<file path="config.mk">
export PLATFORM = sky130hd
export DESIGN_NAME = coin_credit_fsm
export DESIGN_NICKNAME = d
export VERILOG_FILES = /design/src/rtl/coin_pkg.sv /design/src/rtl/coin_ctrl.sv /design/src/rtl/coin_credit_dp.sv /design/src/rtl/coin_credit_fsm.sv
export SDC_FILE = /design/constraint.sdc
export NUM_CORES = 1
export LEC_CHECK = 0
export BUFFER_PORTS_ARGS = -buffer_cell sky130_fd_sc_hd__buf_2
export CORE_AREA = 2 2 39 41
export DETAILED_ROUTE_END_ITERATION = 10
export DIE_AREA = 0 0 41 43
export PLACE_DENSITY = 0.4
export SLEW_MARGIN = 10
export SYNTH_ARGS = -nofsm -noshare
export SYNTH_HDL_FRONTEND = slang
export SYNTH_SLANG_ARGS = --single-unit
</file>
<file path="constraint.sdc">
create_clock -name clk -period 1.1 [get_ports clk]
set_clock_uncertainty 0.1 [all_clocks]
set_input_delay 0.165 -clock clk [delete_from_list [all_inputs] [get_ports clk]]
set_output_delay 0.165 -clock clk [all_outputs]
set_load 0.05 [all_outputs]
</file>
<file path="src/rtl/coin_pkg.sv">
package coin_pkg;
  localparam int STATE_W = 3;

  typedef enum logic [STATE_W-1:0] {
    CR0  = 3'b000,
    CR10 = 3'b001,
    CR20 = 3'b010,
    CR25 = 3'b011,
    CR30 = 3'b100,
    CR35 = 3'b101
  } credit_e;

  typedef struct packed {
    logic clear;
    logic addDime;
    logic addQuarter;
  } coinStrobe_t;
endpackage

</file>
<file path="src/rtl/coin_ctrl.sv">
module coin_ctrl
  import coin_pkg::*;
(
  input  logic        clear,
  input  logic        dime,
  input  logic        quarter,
  output coinStrobe_t strobes
);
  // clear wins over coins; a quarter masks a simultaneous dime
  always_comb begin
    strobes.clear      = clear;
    strobes.addQuarter = !clear && quarter;
    strobes.addDime    = !clear && dime && !quarter;
  end
endmodule

</file>
<file path="src/rtl/coin_credit_dp.sv">
module coin_credit_dp
  import coin_pkg::*;
(
  input  logic               clk,
  input  coinStrobe_t        strobes,
  output logic [STATE_W-1:0] stateCode,
  output logic               done
);
  logic [STATE_W-1:0] stateQ;
  logic [STATE_W-1:0] stateD;
  logic               doneQ;

  always_comb begin
    stateD = stateQ;
    if (strobes.clear) begin
      stateD = CR0;
    end else begin
      case (stateQ)
        CR0:  if (strobes.addQuarter) stateD = CR25;
              else if (strobes.addDime) stateD = CR10;
        CR10: if (strobes.addQuarter) stateD = CR35;
              else if (strobes.addDime) stateD = CR20;
        CR20: if (strobes.addQuarter) stateD = CR35;
              else if (strobes.addDime) stateD = CR30;
        CR25: if (strobes.addQuarter || strobes.addDime) stateD = CR35;
        CR30: if (strobes.addQuarter || strobes.addDime) stateD = CR35;
        default: stateD = CR35;
      endcase
    end
  end

  always_ff @(posedge clk) begin
    stateQ <= stateD;
    doneQ  <= (stateD == CR35);
  end

  assign stateCode = stateQ;
  assign done      = doneQ;
endmodule

</file>
<file path="src/rtl/coin_credit_fsm.sv">
module coin_credit_fsm
  import coin_pkg::*;
(
  input  logic               clk,
  input  logic               clear,
  input  logic               dime,
  input  logic               quarter,
  output logic               done,
  output logic [STATE_W-1:0] stateCode
);
  coinStrobe_t strobes;

  coin_ctrl u_ctrl (
    .clear   (clear),
    .dime    (dime),
    .quarter (quarter),
    .strobes (strobes)
  );

  coin_credit_dp u_dp (
    .clk       (clk),
    .strobes   (strobes),
    .stateCode (stateCode),
    .done      (done)
  );
endmodule

</file>
Yosys cells after proc, flatten, opt, wreduce, memory -nomap -nowiden

Cells that the tools add are included.

Add/sub/neg operators: 0
Multiply operators: 0
Div/mod/pow operators: 0
Order comparisons: 0
Eq/ne operators: 5
Shift operators: 0
Muxes and demuxes: 9
Bitwise operators: 0
Reductions and logical operators: 8

Operators by type and width:

| operator           | count |
|---|---|
| $mux 3             | 8 |
| $pmux 3 s4         | 1 |
| $eq 3x2->1 const B | 2 |
| $eq 3x3->1 const B | 2 |
| $eq 3x1->1 const B | 1 |
| $logic_and 1x1->1  | 3 |
| $logic_not 3->1    | 1 |
| $logic_not 1->1    | 2 |
| $reduce_or 2->1    | 1 |
| $logic_or 1x1->1   | 1 |

Register bits after elaboration: 4
Latch bits: 0
Bits in writable memories: 0
Memory bits (read-only): 0
Input bits: 4
Output and inout port bits: 4
Word-level logic and storage cells: 24
Memories kept: 0

Depth between registers and ports, before layout

Gate-level depths: netlist of run 1.

Depth after elaboration: 8
Depth in mapped cells: 3

Cells and area by module

From an unflattened synthesis of run 1, not the netlist that was laid out.

Cell total of the unflattened synthesis: 27
Area, all modules: 242.7 um^2

By module, submodules not included:

| module         | instances | cells each | area an instance (um^2) | sequential area each (um^2) |
|---|---|---|---|---|
| coin_credit_dp | 1         | 24         | 216.5                   | 80.1 |
| coin_ctrl      | 1         | 3          | 26.3                    | 0.0 |

Worst setup path after synthesis of run 1

No wires, ideal clock.

Path type: flip-flop to flip-flop
From: register u_dp.stateQ[0] (netlist: u_dp.stateCode[0])
To: register u_dp.stateQ[1] (netlist: u_dp.stateCode[1])
Arrival time: 1197 ps
Data required time: 853 ps
Setup slack: -344 ps
Cell stages (with the launch flop): 4
Clock period less this slack: 1444 ps
Cells stage by stage: dfxtp_1 -> and2b_2 -> o31ai_1 -> nor3_1

Word-level cells in the longest chain between the ends: 4
Elaborated cells between the ends (all ways): 8
Those cells by class: eq/ne (4); mux (2); reduce/logical (2)

RTL lines:

| what                                     | RTL line             | source |
|---|---|---|
| from (decl)                              | coin_credit_dp.sv:9  | `logic [STATE_W-1:0] stateQ;` |
| from (signal assigned)                   | coin_credit_dp.sv:33 | `stateQ <= stateD;` |
| $eq 3x2->1 or $eq 3x3->1 (tied branches) | coin_credit_dp.sv:18 | `case (stateQ)` |
| $reduce_or 2->1 (no line)                | n/a                  |  |
| $pmux 3 s4 *                             | coin_credit_dp.sv:18 |  |
| $mux 3 *                                 | coin_credit_dp.sv:15 | `if (strobes.clear) begin` |
| via u_dp.stateD[1]                       | coin_credit_dp.sv:10 | `logic [STATE_W-1:0] stateD;` |

The timed path passes the listed nets; every way through them passes the cells marked *.

Worst setup path in the final report of run 1

From: register u_dp.stateQ[2] (netlist: u_dp.stateCode[2])
To: output stateCode[2]

RTL lines:

| what      | RTL line             | source |
|---|---|---|
| to (decl) | coin_credit_fsm.sv:9 | `output logic [STATE_W-1:0] stateCode` |

No word-level cell between the ends.

==> run summary, run 1 <==
The flow ran to the end, and the final reports show no timing, DRC or antenna violations. The proportion of layout cells with a drive suffix above 1 is 0.621. The worst endpoint required time is approximately 0.83 ns.

Across all layers, the routed design uses between 150 and 200 vias. The post-layout worst setup margin is roughly 0.040 ns. The total of warnings raised by yosys came out at 0. The floorplan has 14 rows.

Entering global routing, the biggest net connects 10 pins. Among all stages on the critical path, the largest delay is contributed by dfxtp_2. The CTS tree is yes. The startpoint identified for the worst register-to-register timing path is u_dp.stateCode[0].

The clock latency on the worst-skew pair is ~0.23 ns. The number of global-route vias before repair came out at 171. The die covers approximately 1800 µm². The kind of launch point of the worst setup path is a flip-flop. The worst reg-to-reg path cell count came out at 3. The register share of total power is 0.366. The starting utilization of the core area is 0.136. The detailed-router iteration count before antenna repair came out at 2. The share of total power in combinational logic came out at 0.288. The deepest level of the CTS H-tree came out at 1.

The count of max-cap constraint violations came out at 0. The final RePlAce weighted congestion came out at around 0.68. The worst reg-to-reg setup slack came out at roughly 0.05 ns. The total power consumption of the routed design came out at between 500 and 600 µW.

The most critical setup path has its endpoint at stateCode[2]. The endpoint arrival time on the critical path came out at ~0.80 ns. The number of antenna violations at the first check in global routing is 0. The CTS buffer count came out at 3. In this run the critical register-to-register path is captured at u_dp.stateCode[1]. The number of clock sinks came out at 4.

The slew at the pin closest to its max-slew limit came out at 0.262 ns. The number of DRC markers in iteration 0 is 5. The critical path in this run is classified as flip-flop to primary output. Of the total power, the share spent switching nets is 0.340. The total wire length is about 480 µm. The die boundary height is between 40 and 50 µm. The count of cells in the finished layout, fillers not included, comes to 45.

In the routed design, unresolved DRC markers number 0. The worst slack at placement came out at 0.0179 ns. The total routing usage reported by global routing came out at 0.0661. The hold violation count in the final report was 0.

The post-route fraction of the period consumed by the critical path is 0.964. The path class of the tightest hold or removal check is input port to flip-flop. The number of nets with antenna violations after routing is 0. Pin placement for this block handled 8 I/O pins.

The maximum single-stage delay on the critical path is approximately 0.39 ns. The cell family contributing the most delay on the critical path is flip-flops. The maximum fanout along the worst path is 6.

The register bit total from synthesis came out at 4. Measured against its own limit, the worst slew margin works out to 0.824. The internal portion of the total power is 348 µW. The areal power density over the cells came out at roughly 1700 nW/µm². The count of cell types in the netlist is 13.

The final net count came out at 35. The cell sitting at the root of the clock tree is a clkbuf_4. The synthesized area is about 190 µm².

The buffer and inverter count on the worst path came out at 1. From synthesis to final layout, the design area changed by 61.3%. At the end of the flow the core is filled with cells to 0.219. The worst hold margin is around 0.045 ns. Across the VDD grid, the largest voltage drop is approximately 0.00046 V. The average routed wire per standard cell is ~11 µm.

After clock tree synthesis, the clock-pin slew on the worst setup and hold paths is approximately 0.040 ns. The post-synthesis sequential area ratio is 0.427. Of the total power, the clock network draws 0.346. The total inserted antenna cells came out at 0. The region available for standard cell placement spans between 1000 and 1500 µm². The longest clock path from root to sink contains 2 buffers. The number of cells in the design after placement is 42. Port buffering added 7 buffers. For this design the static power due to leakage is 0.117 nW. The via density per instance is 4.20. The critical path capture point type is a primary output. The minimum clock period came out at ~1.1 ns. Synthesis produced a netlist whose cell count is 19. The buffer count from post-CTS setup fixing came out at 0. The fmax is between 900 and 1000 MHz.

The final max-slew violation count is 0. The post-synthesis net count came out at 23. The total congestion overflow after global routing came out at 0.

Setup repair after global routing could not meet its margin everywhere. Walking the worst path, the cells encountered are buf_6. The average cell area after synthesis is 9.88 µm². The critical path starts at u_dp.stateCode[2]. In this run the number of cells on the critical path is 1. The final count of negative-setup-slack endpoints is 0. The width of the die came out at 41 µm. The first-pass GRT wire length came out at ~760 µm. The switching power came out at 179 µW.
## kinds of logic (layout without fill, tap and decap cells)
| family | after synthesis | count (layout) | share of synthesized area |
|---|---|---|---|
| AND/OR/NAND/NOR | 9 | 9 | 0.333 |
| AO/OA/AOI/OAI | 6 | 6 | 0.240 |
| flip-flops | 4 | 4 | 0.427 |
| buffers and inverters | 0 | 10 | 0 |
## layout make-up
class | count | area (µm²)
sequential | 4 | 88.8
tap | 16 | 20.0
clock buffer | 3 | 22.5
timing repair buffer | 7 | 53.8
multi-input combinational | 15 | 118
fill | 153 | 1080
## routing by layer
layer | share of wire | track usage
met5 | 0 | 0
met4 | 0 | 0.0400
met3 | 0.086 | 0.0471
met2 | 0.35 | 0.0625
met1 | 0.56 | 0.0990
## worst min path at each step
| stage | from | to | slack (ns) | depth (start not counted) |
|---|---|---|---|---|
| after CTS | clear | u_dp.stateCode[1] | 0.03 | 2 |
| after global placement | clear | u_dp.stateCode[1] | 0.27 | 2 |
| after floorplan | clear | u_dp.stateCode[1] | 0.13 | 1 |
| after detailed placement | clear | u_dp.stateCode[1] | 0.28 | 2 |
| after global routing | clear | u_dp.stateCode[1] | 0.04 | 2 |
| final | clear | u_dp.stateCode[0] | 0.05 | 2 |
## sequential cells by signal, summed over array words and instances (netlist names)
| signal | cells |
|---|---|
| u_dp.stateCode | 3 |
| u_dp.done | 1 |
## cell usage in the layout, fill, tap and decap left out
cell / instances
a211oi_2: 1
and3b_1: 1
dfxtp_4: 2
nor4_1: 1
dfxtp_2: 1
clkbuf_4: 3
nand3b_1: 1
a211oi_1: 1
o21a_1: 1
and2b_2: 1
o31ai_2: 1
nor3_1: 3
o31a_2: 1
nand2b_1: 1
buf_2: 4
nor3_2: 1
dfxtp_1: 1
buf_6: 3
o21ai_0: 1
## power groups by stage
stage	Combinational, mW	Sequential (mW)	Clock, mW
after floorplan	0.0403	0.244	0
after global placement	0.130	0.189	0
after detailed placement	0.130	0.190	0
after CTS	0.137	0.188	0.194
after global routing	0.164	0.196	0.205
final	0.152	0.193	0.182
## Yosys cell counts
cell type	n	share of area
a211oi_1	2	0.080
and2b_2	1	0.047
and3b_1	1	0.047
dfxtp_1	4	0.43
nand2b_1	1	0.033
nand3b_1	1	0.040
nor3_1	3	0.080
nor3_2	1	0.053
nor4_1	1	0.033
o21a_1	1	0.040
o21ai_0	1	0.027
o31a_2	1	0.053
o31ai_1	1	0.040
## metrics by stage
| step | TNS [ns] | instance area [µm²] |
|---|---|---|
| after floorplan | -0.0365 | 196 |
| after global placement | 0 | 251 |
| after detailed placement | 0 | 251 |
| after CTS | 0 | 282 |
| after global routing | -0.00850 | 303 |
| final | 0 | 303 |
## timing repair
item,in CTS,in global routing
resized for setup,3,5
pin swaps,0,1
hold buffers,0,0
setup endpoints to repair,3,5
(Power assumes the default switching activity.)
==> run 2, diff against run 1 <==
PLACE_DENSITY = unset   (was 0.4)
==> run summary, run 2 (synthesized netlist as in run 1, its figures left out) <==
The minimum clock period is between 1 and 1.5 ns. The worst hold path belongs to the class input port to flip-flop. The deepest level of the CTS H-tree came out at 1. Hold repair after CTS inserted 0 buffers. The later pin in the worst-skew pair is clocked with a latency of 0.23 ns. The total routing usage reported by global routing is 0.0681. At the placement stage, the worst setup path has a slack of ~0.048 ns. The filler cells instantiated in the layout total 149.

Across the run, the number of max-cap violations was 0. The register area came out at between 80 and 90 µm². The largest voltage drop on the vdd net came out at 0.000228 V. Compared with the post-synthesis result, the final layout area differs by 58.7%. The critical path in this run is classified as flip-flop to flip-flop. The capture point of the worst reg-to-reg path is u_dp.stateCode[1]. Summed over all failing endpoints, the final setup total negative slack is 0 ns. The launch point of the worst path is u_dp.stateCode[0]. The total met2 wirelength after detailed routing came out at roughly 170 µm. The number of antenna violations at the first check in global routing is 0. Power spread over the standard cell area amounts to approximately 1800 nW/µm². Traced cell by cell, the critical path runs through and2b_2, o31ai_2, nor3_1. The number of DRC markers in iteration 0 came out at 1. Summing internal, switching and leakage power gives about 520 µW. The buffer count from post-CTS setup fixing is 0. In this run the critical register-to-register path is launched from u_dp.stateCode[0]. The post-route core utilization is 0.215. The die boundary height came out at around 43 µm.

The average routed wire per standard cell came out at 9.53 µm. In the layout the commonest cells are buf_2 (4), nor3_1 (3), clkbuf_4 (3), buf_6 (3). The maximum fanout along the worst path came out at 8. For this block, wires on met1 add up to ~220 µm.

Data on the critical path is required at its endpoint by around 1.1 ns. The post-layout worst setup margin is roughly 0.045 ns. The final RePlAce weighted congestion came out at between 0.6 and 0.7. Measured in cells, the most critical reg-to-reg path has a length of 3. The endpoint arrival time on the critical path is 1.07 ns.

The worst reg-to-reg setup slack came out at 0.05 ns. The total placed instance area is ~250 µm². The routed layout has between 150 and 200 vias. The die area is 1760 µm². The slew at the pin closest to its max-slew limit is around 0.24 ns. For this run the aggregate overflow at the end of global routing stands at 0. The number of global-route vias before repair is around 180. After detailed routing, no signal wire sits above met4.

The footprint of the multi-input gates came out at approximately 110 µm². The count of unresolved DRC violations after routing is 0. TritonCTS built the clock tree. STA classifies the critical path startpoint as a flip-flop. The clock transition at the register clock pins on the worst setup and hold paths after CTS came out at about 0.040 ns. The flow ran to the end, and the final reports show no timing, DRC or antenna violations.

The starting utilization of the core area is 0.136. In the final layout, the share of cells above drive strength 1 is 0.586. The post-route fraction of the period consumed by the critical path came out at 0.959. The final standard cell area without fillers is ~300 µm². The via density per instance came out at roughly 4.4. 0 antenna diodes ended up in the layout. Entering global routing, the biggest net connects 10 pins. The detailed-router iteration count before antenna repair came out at 4. Setup repair after global routing left no endpoint under its margin. In this run the remaining antenna-violating nets after routing total 0. The number of port buffers came out at 7.

The initialized floorplan defines 14 standard-cell rows. The final count of negative-setup-slack endpoints came out at 0. The tree is rooted in a clkbuf_4. The number of primary I/O pins is 8. The normalized max-slew margin is 0.836.

STA classifies the critical path endpoint as a flip-flop. The final net count is 35. The fmax is around 950 MHz. The hold violation count in the final report is 0. The wire length on met3 is between 15 and 20 µm. The floorplan step set the die width to 41 µm. The floorplan core area is about 1400 µm². The slowest stage of the critical path belongs to the cell dfxtp_4.

The largest buffer count on any clock path came out at 2. The CTS buffer count is 3. The first-pass GRT wire length came out at between 700 and 800 µm. The leading cell type in the layout, fill and taps excluded is buf_2. The maximum single-stage delay on the critical path is 0.38 ns. The most critical setup path has its endpoint at u_dp.stateCode[1]. The total wire length came out at between 400 and 500 µm. The leakage component of the power is between 0.1 and 0.15 nW.

The number of clock sinks came out at 4. The register with the most flip-flops in the layout has 3 of them. The final max-slew violation count is 0.
[run 2: cell counts in the layout (fill, tap and decap cells not counted)]
No cell type changed its count.
[run 2: report_power, final]
group | total [mW] | internal (mW) | switching (mW)
clock | 0.181 | 0.122 | 0.0592
combinational | 0.148 | 0.0596 | 0.0880
sequential | 0.193 | 0.165 | 0.0275
[run 2: worst min path at each step]
| stage | from | cells after the start | end |
|---|---|---|---|
| global placement | clear | 2 | u_dp.stateCode[1] |
| detailed placement | clear | 2 | u_dp.stateCode[1] |
| floorplan | clear | 1 | u_dp.stateCode[1] |
| global route | clear | 2 | u_dp.stateCode[1] |
| finish | clear | 2 | u_dp.stateCode[1] |
| CTS | clear | 2 | u_dp.stateCode[1] |
[run 2: repair_timing]
item	4_1_cts	5_1_grt
resized for setup	3	4
endpoints found under the hold margin	0	0
setup endpoints to repair	3	3
[run 2: per-stage QoR]
stage	hold WS (ns)	instances
6_report	0.0294	45
3_5_place_dp	0.272	42
3_3_place_gp	0.273	42
5_1_grt	0.0284	45
2_1_floorplan	0.132	19
4_1_cts	0.0225	45
[run 2: worst max-delay path: cells and delay by family (launching register included)]
family	cells	cell delay (ns)
flip-flops	1	0.38
AO/OA/AOI/OAI	1	0.17
AND/OR/NAND/NOR	2	0.29
[run 2: area by class of cell]
| cell class | count | share of cell area |
|---|---|---|
| clock buffers | 3 | 0.0756 |
| well taps | 16 | 0.0672 |
| repair buffers | 7 | 0.181 |
| multi-input cells | 15 | 0.378 |
| flip-flops and latches | 4 | 0.298 |
[run 2: routing by layer]
layer	up-vias	track usage
met1	91	0.0895
met4	0	0.100
met3	2	0.0157
met5	-	0
li1	98	-
met2	8	0.0688
==> run 3, diff against run 2 <==
ABC_AREA = 1   (was unset)
==> run summary, run 3 <==
The run finished with clean final reports. dfxtp_1 takes more of the synthesized area than any other cell. The number of antenna violations at the first check in global routing is 0.

The areal power density over the cells is between 1500 and 2000 nW/µm². The layout-stage area growth over the synthesis result is 43.2%. The largest voltage drop on the vdd net came out at ~0.00057 V. The clock network power share is 0.366.

The number of flip-flops under the largest register name came out at 3. On the worst path, the slowest cell contributes a delay of ~0.36 ns. The cell-internal power came out at 351 µW. The clock latency on the worst-skew pair is roughly 0.23 ns. The total of warnings raised by yosys is 0. The synthesized area came out at around 220 µm². The fraction of post-synthesis cell area in the top cell type by area came out at 0.364. The number of port buffers is 7. The main combinational cell family by area after synthesis is simple AND/OR/NAND/NOR gates.

Entering global routing, the biggest net connects 6 pins. In the final routed layout, each cell accounts on average for roughly 8.4 µm. Detailed routing inserted a total of 246 vias. The final count of negative-setup-slack endpoints is 0.

The number of flops mapped to enable cells by yosys came out at 0. After synthesis the netlist holds a flip-flop and latch count of 4. The largest buffer count on any clock path is 2. The average cell area after synthesis is between 6 and 7 µm². 0 antenna diodes ended up in the layout. The post-synthesis compound-gate area fraction is 0.136. Setup repair after global routing left no endpoint under its margin.

The count of max-cap constraint violations is 0. TritonCTS created 3 clock buffers. Counting instances in the post-synthesis netlist gives the leading cell types as nor2_1 (7), nand2_1 (6), inv_1 (5). The number of global-route vias before repair is between 200 and 250. The share of the Yosys chip area taken by registers is 0.364.

The slew at the pin closest to its max-slew limit is between 0.2 and 0.25 ns. STA puts the critical path data required time at just over 0.8 ns. The number of nets handed over by synthesis was 39. The hold buffer count at cts is 0. The fraction of synthesis flops using an asynchronous set or reset pin came out at 0. For this design the total switching power over the nets is around 190 µW. The worst hold path begins at clear. The launch point of the worst path is u_dp.stateCode[0]. The placed wire-length estimate after detailed placement came out at 395 µm. The fmax came out at approximately 930 MHz. The worst setup path is captured at a primary output. The post-synthesis share of cell area spent on xor and xnor gates is 0. The share of total power in combinational logic is 0.301. The switching portion of total power came out at 0.353. The die area is approximately 1800 µm².

The filler cell count came out at roughly 150. The die is about 43 µm tall. The deepest level of the CTS H-tree is 1. The root buffer cell chosen for the clock tree is clkbuf_4.

Synthesis produced a netlist whose cell count is 35. The number of placement rows is 14. Across every metal layer, demand over resource in global routing totals 0.0772. In the layout the commonest cells are nor2_1 (7), nand2_1 (6), inv_1 (5).

The hold violation count in the final report is 0. The type of the worst setup path is flip-flop to primary output. The kind of cell with the highest combined delay along the critical path is flip-flops.

The number of primary I/O pins came out at 8. The most frequent cell after synthesis is nor2_1. Measured on the finished design, the core utilization comes to 0.228. TritonCTS built the clock tree.

The proportion of layout cells with a drive suffix above 1 is 0.391. The buffer and inverter count on the worst path came out at 1. Traced cell by cell, the critical path runs through buf_4. Setup total negative slack on the finished layout was measured at 0 ns. The minimum clock period is approximately 1.1 ns. The worst hold path class is input port to flip-flop. The post-route fraction of the period consumed by the critical path is 0.977. The detailed-router iteration count before antenna repair is 4. Measured against the total synthesized area, the mux share comes to 0. The clock transition at the register clock pins on the worst setup and hold paths after CTS came out at 0.04 ns.

The width of the die is between 40 and 50 µm. The first global-routing pass estimated roughly 900 µm of wire. Data arrives at the worst endpoint at a little over 0.8 ns. By area the synthesized netlist is led by dfxtp_1 (36%), nor2_1 (12%), nand2_1 (10%). The launch instance of the worst register-to-register path is u_dp.stateCode[0]. The maximum fanout along the worst path is 5. The final RePlAce weighted congestion is 0.776. The total wire length is 518 µm.

The predominant post-synthesis flop cell is dfxtp_1. The initial utilization of the core area, before any placement, comes to 0.159. The final net count is 51.

The fraction of the mapped netlist area in simple logic gates is 0.398. After detailed routing, the number of remaining DRC violations is 0. The number of nets with antenna violations after routing came out at 0.

The total congestion overflow after global routing is 0. The count of cell types in the netlist is 13. For this design, the slowest cell found on the critical path is dfxtp_2. The worst pin sits at a relative slew slack of 0.837. The leakage component of the power came out at roughly 0.16 nW. The final max-slew violation count is 0.

The register share of total power is 0.334. The share of synthesized cell area in full adder, half adder and majority cells is 0. The number of clock sinks is 4. The floorplan core area is around 1400 µm². STA classifies the critical path startpoint as a flip-flop. The buffer count from post-CTS setup fixing is 0.

The number of DRC markers in iteration 0 is 2. The library cell used most frequently in the layout, excluding fill and tap cells, is nor2_1. Dividing the detail-routed via count by the number of cells gives roughly 4.0.
run 3: worst paths after layout:
path	endpoint	slack, ns	depth (start not counted)
setup reg to reg	u_dp.done	0.11	4
hold / removal	u_dp.stateCode[2]	0.06	2
setup / recovery	stateCode[0]	0.03	1
hold reg to reg	u_dp.stateCode[2]	0.44	2
run 3: metrics by stage:
step | total power, mW | cells | instance area, µm² | setup WS, ns | hold slack [ns]
2_1_floorplan | 0.299 | 35 | 226 | 0.0151 | 0.130
3_3_place_gp | 0.337 | 58 | 282 | 0.119 | 0.307
3_5_place_dp | 0.338 | 58 | 282 | 0.127 | 0.305
4_1_cts | 0.552 | 62 | 315 | 0.0256 | 0.0563
5_1_grt | 0.577 | 62 | 315 | 0.0116 | 0.0609
6_report | 0.542 | 62 | 315 | 0.0250 | 0.0622
run 3: logic make-up (layout without fill, tap and decap cells):
kind of cell,Yosys count,in the layout
flip-flops,4,4
AND/OR/NAND/NOR,20,20
AO/OA/AOI/OAI,5,5
buffers and inverters,6,17
run 3: layer usage:
| layer | track usage | wire length [µm] |
|---|---|---|
| met1 | 0.0801 | 228 |
| met2 | 0.113 | 252 |
| met3 | 0.0209 | 37 |
| met4 | 0.0800 | 0 |
| met5 | 0 | 0 |
run 3: timing repair:
| action | 4_1_cts | 5_1_grt |
|---|---|---|
| hold endpoints to repair | 0 | 0 |
| setup endpoints to repair | 3 | 0 |
| resized for setup | 3 | 0 |
run 3: power by group through the flow:
stage          Combinational, mW  Clock [mW]  Sequential (mW)
2_1_floorplan             0.0636           0            0.236
3_3_place_gp               0.156           0            0.181
3_5_place_dp               0.157           0            0.182
4_1_cts                    0.165       0.207            0.180
5_1_grt                    0.179       0.216            0.183
6_report                   0.163       0.198            0.181
run 3: layout make-up:
class                      count  area, µm²  area share
timing repair buffer           7       42.5       0.135
clock buffer                   4       26.3      0.0833
inverter                       6       22.5      0.0714
multi-input combinational     25        118       0.373
sequential                     4       86.3       0.274
tap                           16       20.0      0.0635
